==> config.mk <==
export PLATFORM = sky130hd
export DESIGN_NAME = tmr_pair
export DESIGN_NICKNAME = d
export VERILOG_FILES = /design/src/rtl/tmr_pair_pkg.sv /design/src/rtl/tmr_pair_src.sv /design/src/rtl/tmr_pair_regs.sv /design/src/rtl/tmr_pair_core.sv /design/src/rtl/tmr_pair.sv
export SDC_FILE = /design/constraint.sdc
export NUM_CORES = 1
export LEC_CHECK = 0
export ABC_AREA = 1
export CAP_MARGIN = 10
export CORE_MARGIN = 5
export CORE_UTILIZATION = 49
export CTS_CLUSTER_DIAMETER = 30
export DETAILED_ROUTE_END_ITERATION = 8
export PLACE_DENSITY = 0.68
export SLEW_MARGIN = 40
export SYNTH_ARGS = -nofsm -noshare
export SYNTH_HDL_FRONTEND = slang
export SYNTH_SLANG_ARGS = --single-unit
==> constraint.sdc <==
create_clock -name clk_i -period 3.1 [get_ports clk_i]
set_clock_uncertainty 0.1 [all_clocks]
set_input_delay 0.31 -clock clk_i [delete_from_list [all_inputs] [get_ports clk_i]]
set_output_delay 0.31 -clock clk_i [all_outputs]
set_load 0.005 [all_outputs]
==> src/rtl/tmr_pair_pkg.sv <==
`timescale 1ns/1ps
package tmr_pair_pkg;
  localparam int unsigned ADDR_W = 4;

  localparam logic [ADDR_W-1:0] A_CTRL    = 4'd0;
  localparam logic [ADDR_W-1:0] A_MODE_HI = 4'd1;
  localparam logic [ADDR_W-1:0] A_REF_HI  = 4'd2;
  localparam logic [ADDR_W-1:0] A_CNT_HI  = 4'd3;
  localparam logic [ADDR_W-1:0] A_EVT_HI  = 4'd4;
  localparam logic [ADDR_W-1:0] A_MODE_LO = 4'd5;
  localparam logic [ADDR_W-1:0] A_REF_LO  = 4'd6;
  localparam logic [ADDR_W-1:0] A_CNT_LO  = 4'd7;
  localparam logic [ADDR_W-1:0] A_EVT_LO  = 4'd8;

  // control bits
  localparam int unsigned CTL_EN_HI = 0;
  localparam int unsigned CTL_EN_LO = 4;
  localparam int unsigned CTL_CASC  = 7;

  // mode fields
  localparam int unsigned M_SEL_LSB = 1;
  localparam int unsigned M_RESTART = 3;
  localparam int unsigned M_IE      = 4;
  localparam int unsigned M_PSC_LSB = 8;

  localparam int unsigned EVT_BIT = 1;

  typedef enum logic [1:0] {
    SRC_PARTNER = 2'b00,
    SRC_SYS     = 2'b01,
    SRC_SLOW    = 2'b10,
    SRC_OFF     = 2'b11
  } src_e;
endpackage

==> src/rtl/tmr_pair_src.sv <==
`timescale 1ns/1ps
module tmr_pair_src
  import tmr_pair_pkg::*;
#(
  parameter int unsigned PSC_W  = 8,
  parameter int unsigned SLOW_W = 4
) (
  input  logic             clk_i,
  input  logic             rst_ni,
  input  logic             run_i,
  input  logic [1:0]       sel_i,
  input  logic [PSC_W-1:0] div_i,
  input  logic             partner_i,
  output logic             tick_o
);
  logic [SLOW_W-1:0] slow_q;
  logic [PSC_W-1:0]  psc_q;
  logic              src;
  logic              wrap;

  always_comb begin
    unique case (src_e'(sel_i))
      SRC_PARTNER: src = partner_i;
      SRC_SYS:     src = 1'b1;
      SRC_SLOW:    src = &slow_q;
      default:     src = 1'b0;
    endcase
    src  = src & run_i;
    // >= tolerates a divider lowered while running
    wrap = psc_q >= div_i;
  end

  assign tick_o = src & wrap;

  always_ff @(posedge clk_i or negedge rst_ni) begin
    if (!rst_ni) begin
      slow_q <= '0;
      psc_q  <= '0;
    end else if (!run_i) begin
      slow_q <= '0;
      psc_q  <= '0;
    end else begin
      slow_q <= slow_q + SLOW_W'(1);
      if (src) psc_q <= wrap ? '0 : psc_q + PSC_W'(1);
    end
  end
endmodule

==> src/rtl/tmr_pair_regs.sv <==
`timescale 1ns/1ps
module tmr_pair_regs
  import tmr_pair_pkg::*;
#(
  parameter int unsigned CNT_W = 16
) (
  input  logic                  clk_i,
  input  logic                  rst_ni,
  input  logic                  wr_i,
  input  logic                  wide_i,
  input  logic [ADDR_W-1:0]     addr_i,
  input  logic [2*CNT_W-1:0]    wdata_i,
  input  logic [1:0]            evt_set_i,
  output logic [CNT_W-1:0]      ctrl_o,
  output logic [1:0][CNT_W-1:0] mode_o,
  output logic [1:0][CNT_W-1:0] ref_o,
  output logic [1:0]            evt_o,
  output logic [1:0]            cnt_ld_o,
  output logic [1:0][CNT_W-1:0] cnt_ld_data_o
);
  localparam logic [ADDR_W-1:0] A_MODE [2] = '{A_MODE_HI, A_MODE_LO};
  localparam logic [ADDR_W-1:0] A_REF  [2] = '{A_REF_HI,  A_REF_LO};
  localparam logic [ADDR_W-1:0] A_CNT  [2] = '{A_CNT_HI,  A_CNT_LO};
  localparam logic [ADDR_W-1:0] A_EVT  [2] = '{A_EVT_HI,  A_EVT_LO};

  logic [CNT_W-1:0] ctrl_q;
  logic [CNT_W-1:0] wd_lo, wd_hi;
  logic             pair_wr, pair_ref, pair_cnt;

  assign wd_lo    = wdata_i[CNT_W-1:0];
  assign wd_hi    = wdata_i[2*CNT_W-1:CNT_W];
  assign pair_wr  = wr_i & wide_i & ctrl_q[CTL_CASC];
  assign pair_ref = pair_wr & (addr_i == A_REF_HI);
  assign pair_cnt = pair_wr & (addr_i == A_CNT_HI);
  assign ctrl_o   = ctrl_q;

  always_ff @(posedge clk_i or negedge rst_ni) begin
    if (!rst_ni)                         ctrl_q <= '0;
    else if (wr_i && addr_i == A_CTRL)   ctrl_q <= wd_lo;
  end

  for (genvar i = 0; i < 2; i++) begin : g_tmr
    localparam bit IS_HI = (i == 0);
    logic             ref_we;
    logic [CNT_W-1:0] ref_d;
    logic             evt_clr;
    logic [CNT_W-1:0] mode_q, ref_q;
    logic             evt_q;

    // upper half takes the high word of a paired access; lower half is also hit by it
    assign ref_we  = (wr_i & (addr_i == A_REF[i])) | (!IS_HI & pair_ref);
    assign ref_d   = (IS_HI & pair_wr) ? wd_hi : wd_lo;
    assign evt_clr = wr_i & (addr_i == A_EVT[i]) & wdata_i[EVT_BIT];

    assign cnt_ld_o[i]      = (wr_i & (addr_i == A_CNT[i])) | (!IS_HI & pair_cnt);
    assign cnt_ld_data_o[i] = (IS_HI & pair_wr) ? wd_hi : wd_lo;

    always_ff @(posedge clk_i or negedge rst_ni) begin
      if (!rst_ni) begin
        mode_q <= '0;
        ref_q  <= '1;
        evt_q  <= 1'b0;
      end else begin
        if (wr_i && addr_i == A_MODE[i]) mode_q <= wd_lo;
        if (ref_we) ref_q <= ref_d;
        evt_q <= evt_set_i[i] | (evt_q & ~evt_clr);
      end
    end

    assign mode_o[i] = mode_q;
    assign ref_o[i]  = ref_q;
    assign evt_o[i]  = evt_q;
  end
endmodule

==> src/rtl/tmr_pair_core.sv <==
`timescale 1ns/1ps
module tmr_pair_core #(
  parameter int unsigned CNT_W = 16
) (
  input  logic                  clk_i,
  input  logic                  rst_ni,
  input  logic [1:0]            run_i,
  input  logic                  casc_i,
  input  logic [1:0]            tick_i,
  input  logic [1:0]            restart_i,
  input  logic [1:0][CNT_W-1:0] ref_i,
  input  logic [1:0]            ld_i,
  input  logic [1:0][CNT_W-1:0] ld_data_i,
  output logic [1:0][CNT_W-1:0] cnt_o,
  output logic [1:0]            evt_set_o,
  output logic [1:0]            out_o
);
  localparam int unsigned W2 = 2 * CNT_W;

  logic [1:0][CNT_W-1:0] cnt_q;
  logic [1:0][CNT_W-1:0] nxt;
  logic [1:0]            hit;
  logic [1:0]            out_q;
  logic [W2-1:0]         nxt_w;
  logic                  hit_w;

  always_comb begin
    for (int i = 0; i < 2; i++) begin
      nxt[i] = cnt_q[i] + CNT_W'(1);
      hit[i] = run_i[i] & ~ld_i[i] & tick_i[i] & (nxt[i] == ref_i[i]);
    end
    nxt_w = {cnt_q[0], cnt_q[1]} + W2'(1);
    hit_w = run_i[1] & ~(|ld_i) & tick_i[1] & (nxt_w == {ref_i[0], ref_i[1]});
  end

  always_ff @(posedge clk_i or negedge rst_ni) begin
    if (!rst_ni) begin
      cnt_q <= '0;
      out_q <= '0;
    end else begin
      if (casc_i) begin
        if (!run_i[1]) begin
          cnt_q <= '0;
        end else if (|ld_i) begin
          for (int i = 0; i < 2; i++) if (ld_i[i]) cnt_q[i] <= ld_data_i[i];
        end else if (tick_i[1]) begin
          {cnt_q[0], cnt_q[1]} <= (hit_w && restart_i[1]) ? '0 : nxt_w;
        end
      end else begin
        for (int i = 0; i < 2; i++) begin
          if (!run_i[i])       cnt_q[i] <= '0;
          else if (ld_i[i])    cnt_q[i] <= ld_data_i[i];
          else if (tick_i[i])  cnt_q[i] <= (hit[i] && restart_i[i]) ? '0 : nxt[i];
        end
      end
      // registered so two partner-clocked timers form no loop
      out_q <= casc_i ? 2'b00 : hit;
    end
  end

  assign cnt_o     = cnt_q;
  assign out_o     = out_q;
  assign evt_set_o = casc_i ? {1'b0, hit_w} : hit;
endmodule

==> src/rtl/tmr_pair.sv <==
`timescale 1ns/1ps
module tmr_pair
  import tmr_pair_pkg::*;
#(
  parameter int unsigned CNT_W  = 16,
  parameter int unsigned PSC_W  = 8,
  parameter int unsigned SLOW_W = 4
) (
  input  logic                 clk_i,
  input  logic                 rst_ni,
  input  logic                 wr_i,
  input  logic                 wide_i,
  input  logic [ADDR_W-1:0]    addr_i,
  input  logic [2*CNT_W-1:0]   wdata_i,
  output logic [2*CNT_W-1:0]   rdata_o,
  output logic [1:0]           irq_o
);
  localparam int unsigned W2 = 2 * CNT_W;

  logic [CNT_W-1:0]      ctrl_q;
  logic [1:0][CNT_W-1:0] mode_q, ref_q, cnt_q, ld_data;
  logic [1:0]            evt_q, evt_set, ld, tick, out_w, run, restart;
  logic                  casc;

  assign casc   = ctrl_q[CTL_CASC];
  assign run[0] = ctrl_q[CTL_EN_HI] & (~casc | ctrl_q[CTL_EN_LO]);
  assign run[1] = ctrl_q[CTL_EN_LO] & (~casc | ctrl_q[CTL_EN_HI]);

  tmr_pair_regs #(.CNT_W(CNT_W)) u_regs (
    .clk_i        (clk_i),
    .rst_ni       (rst_ni),
    .wr_i         (wr_i),
    .wide_i       (wide_i),
    .addr_i       (addr_i),
    .wdata_i      (wdata_i),
    .evt_set_i    (evt_set),
    .ctrl_o       (ctrl_q),
    .mode_o       (mode_q),
    .ref_o        (ref_q),
    .evt_o        (evt_q),
    .cnt_ld_o     (ld),
    .cnt_ld_data_o(ld_data)
  );

  for (genvar i = 0; i < 2; i++) begin : g_src
    assign restart[i] = mode_q[i][M_RESTART];
    tmr_pair_src #(.PSC_W(PSC_W), .SLOW_W(SLOW_W)) u_src (
      .clk_i    (clk_i),
      .rst_ni   (rst_ni),
      .run_i    (run[i]),
      .sel_i    (mode_q[i][M_SEL_LSB +: 2]),
      .div_i    (mode_q[i][M_PSC_LSB +: PSC_W]),
      .partner_i(out_w[1-i]),
      .tick_o   (tick[i])
    );
  end

  tmr_pair_core #(.CNT_W(CNT_W)) u_core (
    .clk_i    (clk_i),
    .rst_ni   (rst_ni),
    .run_i    (run),
    .casc_i   (casc),
    .tick_i   (tick),
    .restart_i(restart),
    .ref_i    (ref_q),
    .ld_i     (ld),
    .ld_data_i(ld_data),
    .cnt_o    (cnt_q),
    .evt_set_o(evt_set),
    .out_o    (out_w)
  );

  assign irq_o[0] = evt_q[0] & mode_q[0][M_IE];
  assign irq_o[1] = evt_q[1] & mode_q[1][M_IE] & ~casc;

  always_comb begin
    rdata_o = '0;
    unique case (addr_i)
      A_CTRL:    rdata_o = W2'(ctrl_q);
      A_MODE_HI: rdata_o = W2'(mode_q[0]);
      A_REF_HI:  rdata_o = casc ? {ref_q[0], ref_q[1]} : W2'(ref_q[0]);
      A_CNT_HI:  rdata_o = casc ? {cnt_q[0], cnt_q[1]} : W2'(cnt_q[0]);
      A_EVT_HI:  rdata_o = W2'(evt_q[0]) << EVT_BIT;
      A_MODE_LO: rdata_o = W2'(mode_q[1]);
      A_REF_LO:  rdata_o = W2'(ref_q[1]);
      A_CNT_LO:  rdata_o = W2'(cnt_q[1]);
      A_EVT_LO:  rdata_o = W2'(evt_q[1]) << EVT_BIT;
      default:   rdata_o = '0;
    endcase
  end
endmodule

# Yosys cells after proc, flatten, opt, wreduce, memory -nomap -nowiden
# Cells that the tools add are included.
[word_totals]
regBits = 140
latch_bits = 0
ram_bits = 0
rom_bits = 0
inputBits = 40
out_inout_bits = 34
wordCells = 134
n_memories = 0
[op_classes]
addsub = 7
n_mul = 0
n_div = 0
order_cmp = 2
n_eq_ne = 22
shift = 0
muxes = 31
bitwise = 44
n_reduce_logical = 14
[ops]
columns = ["op", "count"]
rows = [
  ["$pmux 32 s9", 1],
  ["$mux 32", 7],
  ["$mux 16", 11],
  ["$mux 8", 6],
  ["$add 16x1->16 const B", 2],
  ["$add 32x1->32 const B", 1],
  ["$and 1x1->1", 32],
  ["$eq 16x16->1", 2],
  ["$eq 32x32->1", 1],
  ["$ne 4x3->1 const B", 5],
  ["$add 8x1->8 const B", 2],
  ["$eq 4x3->1 const B", 4],
  ["$ge 8x8->1", 2],
  ["$add 4x1->4 const B", 2],
  ["$eq 4x2->1 const B", 2],
  ["$mux 4", 2],
  ["$reduce_and 4->1", 2],
  ["$logic_and 1x1->1", 6],
  ["$not 1->1", 6],
  ["$or 1x1->1", 6],
  ["$pmux 1 s3", 2],
  ["$reduce_and 3->1", 2],
  ["$eq 2x1->1 const B", 2],
  ["$eq 2x2->1 const B", 2],
  ["other kinds (7)", 10],
]

# Depth between registers and ports, before layout
[logic_depth]
depth_word = 15
mapped_depth = 20
depth_no_buf = 19

# Modules after synthesis
# From an unflattened synthesis, not the netlist that was laid out.
[hier_totals]
hier_cells = 2033
area_unflattened_um2 = 12244.2
[by_module_without_submodules]
columns = ["module", "n_inst", "cells_each", "area_each_um2", "seq_area_each_um2"]
rows = [
  ["tmr_pair_core", 1, 991, 5176.2, 850.8],
  ["tmr_pair_regs", 1, 390, 3529.6, 2092.0],
  ["tmr_pair_src", 2, 129, 924.6, 300.3],
  ["tmr_pair", 1, 394, 1689.1, 0.0],
]

# Worst setup path after synthesis
# Ideal clock, no wire load.
[synth_timing]
kind = "flip-flop to flip-flop"
startpoint = "reg u_core.cnt_q, in the netlist u_core.cnt_o[16]"
endpoint = "reg u_core.cnt_q, in the netlist u_core.cnt_o[25]"
setup_ps = 122
arrival_ps = 2222
required_ps = 2878
slack_ps = 656
path_stages_with_launch = 20
n_path_buf = 1
synth_period_minus_slack_ps = 2444
path_cell_list = "dfrtp_1 ha_1 nand2_1 nor2_4 nand2_2 nor2_4 inv_2 nand2_1 nand2_1 nand2_1 nand2_1 nor2_1 nand3_1 nor2_2 nand3_4 buf_6 nand2_1 nand2_1 nand2_1 a21oi_1"
[synth_between]
elab_chain_len = 9
word_cells_on_any_way = 17
cone_classes = "add/sub (2); eq/ne (2); mux (9); bitwise (2); reduce/logical (2)"
[synth_lines]
columns = ["element", "line_no", "rtl"]
rows = [
  ["start, declared", "tmr_pair_core.sv:20", "logic [1:0][CNT_W-1:0] cnt_q;"],
  ["start signal, assigned by index", "tmr_pair_core.sv:52", "else if (ld_i[i]) cnt_q[i] <= ld_data_i[i];"],
  ["start signal, assigned by index", "tmr_pair_core.sv:53", "else if (tick_i[i]) cnt_q[i] <= (hit[i] && restart_i[i]) ? '0 : nxt[i];"],
  ["$add 32x1->32 / $add 16x1->16 (equally long branches)", "tmr_pair_core.sv:32, tmr_pair_core.sv:29", ""],
  ["$eq 32x32->1 / $eq 16x16->1 (equally long branches)", "tmr_pair_core.sv:33, tmr_pair_core.sv:30", ""],
  ["$and 1x1->1 (on tied branches)", "tmr_pair_core.sv:33, tmr_pair_core.sv:30", ""],
  ["$logic_and 1x1->1 (on tied branches)", "tmr_pair_core.sv:47, tmr_pair_core.sv:53", ""],
  ["$mux 32 / $mux 16 (equally long branches)", "tmr_pair_core.sv:47, tmr_pair_core.sv:53", ""],
  ["$mux 32 / $mux 16 (equally long branches)", "tmr_pair_core.sv:46, tmr_pair_core.sv:53", ""],
  ["$mux 32 / $mux 16 (equally long branches)", "tmr_pair_core.sv:44, tmr_pair_core.sv:52", ""],
  ["$mux 32 / $mux 16 (equally long branches)", "tmr_pair_core.sv:42, tmr_pair_core.sv:51", ""],
  ["$mux 32 (*)", "tmr_pair_core.sv:41", "if (casc_i) begin"],
]
# Every way passes the cells marked *; elsewhere a longest branch is shown, timed or not. The select of a mux whose other input is x is not followed.
# A chain may end at the register's enable or synchronous reset.

# Worst setup path in the final report
[layout_timing]
startpoint = "in addr_i[1]"
endpoint = "out rdata_o[0]"
[layout_between]
elab_chain_len = 2
word_cells_on_any_way = 10
cone_classes = "eq/ne (8); mux (1); reduce/logical (1)"
[layout_lines]
columns = ["element", "line_no", "rtl"]
rows = [
  ["start, declared", "tmr_pair.sv:13", "input logic [ADDR_W-1:0] addr_i,"],
  ["$eq 4x4->1 (tied with other cells)", "tmr_pair.sv:78", "unique case (addr_i)"],
  ["$pmux 32 s9 (*)", "tmr_pair.sv:78", ""],
  ["end, declared", "tmr_pair.sv:15", "output logic [2*CNT_W-1:0] rdata_o,"],
]
# Every way passes the cells marked *; elsewhere a longest branch is shown, timed or not.

==> out/qor.csv <==
metric;value;unit
part of the cycle the worst path needs;98.9;%
Worst Path Required;2.69;ns
Yosys top cell by area;dfrtp_1;
Synth Instances;1668;
CTS buffer count;17;
H-tree Lvls;4;
CP peak stage delay;0.57;ns
CTS clk-pin slew, worst paths;0.06;ns
Routed WL per cell;20.8;um
later-pin clock latency in the skew report;0.44;ns
post-detail-place hpwl;32.8;mm
core area;21800;um^2
CTS tree;yes;
syn avg cell area;6.46;um^2
GRT busiest layer;met2;
# diodes;0;
largest net degree at the start of global routing;64;
DR iter-0 viols;1498;
first-pass GRT wire length;65.8;mm
asr flop ratio synth;100;%
Layout area overhead;23.0;%
Slew HR;48.6;%
CP cell instances;clkdlybuf4s50_1 -> inv_1 -> nor2_1 -> nand2_1 -> buf_4 -> buf_4 -> o22ai_2 -> inv_1 -> o221ai_1 -> clkdlybuf4s50_1;
cell family with most CP delay;buffers and inverters;
die height;158;um
sequential area share after synthesis;32.9;%
met2 usage;52.5;%
Yosys reg bits;140;
FP Rows;54;
Post-Layout Cell Count;2096;
Warnings, synthesis;0;
final wirelength;43.5;mm
unrepaired setup endpoints after global routing;yes;
Initial Util;49.5;%
clock sinks;140;
Net Count, Synth;1730;
Peak Freq;326;MHz
via count;12100;
root buffer cell;clkbuf_16;
Hold Violations, Final;0;
top-count cell post-synth;nand2_1;
total track usage;35.2;%
Worst-Margin Slew;0.769;ns
Filler cells;2118;
minimum clock period;3.07;ns
GRT overflow;0;
Area after DPL;12500;um^2
Post-Syn Area;10800;um^2
Hold Crit Class;in2async;
vias in the first global route;11300;
IO Port Bufs;73;
Crit path arrival time;2.66;ns
initial antenna violation count;0;
clk buf depth;2;
pins over their slew limit;0;
Post-Layout Inst Area;13300;um^2
met1 usage;49.4;%
io pins;74;
Detailed Routing Iterations Pass 1;6;
CP max-delay cell;clkdlybuf4s50_1;
top-area cell type share of the netlist area;25.1;%
ranking of synthesized cells by area;dfrtp_1, nand2_1, dfstp_2, inv_1, a21oi_1;
vias per std cell;5.79;
crit path capture type;output port;
crit start category;input pin;
dpl cells;2062;
kind of critical path;in2out;
Routed Antenna Nets;0;
status;finished clean;
Synth top cells by count;nand2_1, inv_1, nor2_1, a21oi_1, nand3_1;
number of buffers and inverters on the critical path;6;
static leakage;6.64;nW
number of synthesized flops with an enable pin;0;
NumNets Final;1865;
fin util;60.9;%
routability cong.;1.02;
dominant synthesized flop cell;dfrtp_1;
Synth cell types;43;
layout cells sized above 1;12.6;%
Worst Hold Slack;0.301;ns
met3 usage;5.49;%
# setup viols final;0;
Peak VDD IR;0.395;mV
die width;158;um
crit-path max FO;7;
# DRC;0;
max_cap viols;0;
Die ar.;25100;um^2
Pwr Density;660;nW/um^2
-- cells in the final DEF, fill, tap and decap left out, types with 9 or more instances in the layout --
master and instances:
nand4_1 12, clkbuf_16 17, o22ai_1 28, nor2_1 129
inv_1 205, xor2_1 24, a31oi_1 17, ha_1 22
mux2i_1 16, nor3_1 9, buf_4 87, nand3_1 110
nor2_4 11, buf_12 11, a21oi_1 126, nor2_2 13
dfrtp_1 105, nand2_1 570, clkdlybuf4s50_1 70, o221ai_1 12
nand2_2 9, o21ai_0 98, dfstp_2 32
-- flip-flops by register name (all words and copies together), names as in the netlist --
register             count
g_src.u_src.psc_q       16
u_core.out_o             2
u_regs.ctrl_o           16
g_src.u_src.slow_q       8
u_regs.g_tmr.ref_q      32
u_regs.g_tmr.mode_q     32
u_regs.g_tmr.evt_q       2
u_core.cnt_o            32
-- power breakdown --
part	internal, W	leakage (nW)	total (W)	switching (W)
clock network	0.00133	0.312	0.00228	0.000956
registers	0.00234	1.75	0.00290	0.000560
logic	0.00130	4.58	0.00356	0.00226
-- path summary, 6_finish.rpt --
kind | startpoint | end | slack, ns | cells past startpoint
setup / recovery | addr_i[1] | rdata_o[0] | 0.03 | 10
hold / removal | rst_ni | g_src[0].u_src.psc_q[4]$_DFFE_PN0P_ | 0.30 | 2
setup reg to reg | u_core.cnt_o[29]$_DFFE_PN0P_ | u_core.cnt_o[8]$_DFFE_PN0P_ | 0.16 | 18
hold reg to reg | g_src[0].u_src.slow_q[0]$_DFF_PN0_ | g_src[0].u_src.slow_q[0]$_DFF_PN0_ | 0.36 | 1
max in group asynchronous | rst_ni | u_regs.g_tmr[1].ref_q[10]$_DFFE_PN1P_ | 1.76 | 3
min in group clk_i | g_src[0].u_src.slow_q[0]$_DFF_PN0_ | g_src[0].u_src.slow_q[0]$_DFF_PN0_ | 0.36 | 1
-- through the flow --
stage,setup TNS [ns],setup slack (ns),total power (W)
finish,0,0.0348,0.00874
global route,-0.0973,-0.0451,0.00930
CTS,-0.0175,-0.0175,0.00866
detailed placement,-0.577,-0.322,0.00633
global placement,-0.548,-0.317,0.00630
floorplan,0,0.656,0.00505
-- what timing repair did --
| action | in CTS | in global routing |
|---|---|---|
| pin swaps | 1 | 3 |
| setup endpoints to repair | 6 | 46 |
| setup buffers | 0 | 1 |
| gates resized for setup | 7 | 21 |
| endpoints found under the hold margin | 39 | 0 |
| hold buffers | 1 | 0 |
-- layer usage --
metal / routed length, um / vias up
li1: - / 5692
met1: 18000 / 5616
met2: 18900 / 677
met3: 4270 / 141
met4: 2430 / 0
met5: 0 / -
-- area by class of cell --
class	count	area (um^2)	share of cell area, %
Sequential cell	140	3550	26.8
Clock buffer	18	439	3.31
Timing Repair Buffer	172	1620	12.2
Inverter	215	811	6.12
Tap cell	280	350	2.64
Multi-Input combinational cell	1257	6290	47.5
Clock inverter	14	198	1.49
-- kinds of logic (layout without fill, tap and decap cells) --
logic type | count (synthesis) | after routing | share of synthesized area, %
buffers and inverters | 271 | 419 | 9.81
AND/OR/NAND/NOR | 871 | 871 | 33.6
flip-flops | 140 | 140 | 32.9
multiplexers | 16 | 16 | 1.49
AO/OA/AOI/OAI | 315 | 315 | 16.5
XOR/XNOR | 33 | 33 | 3.19
adder cells (fa/ha/maj) | 22 | 22 | 2.55
(Power assumes the default switching activity.)
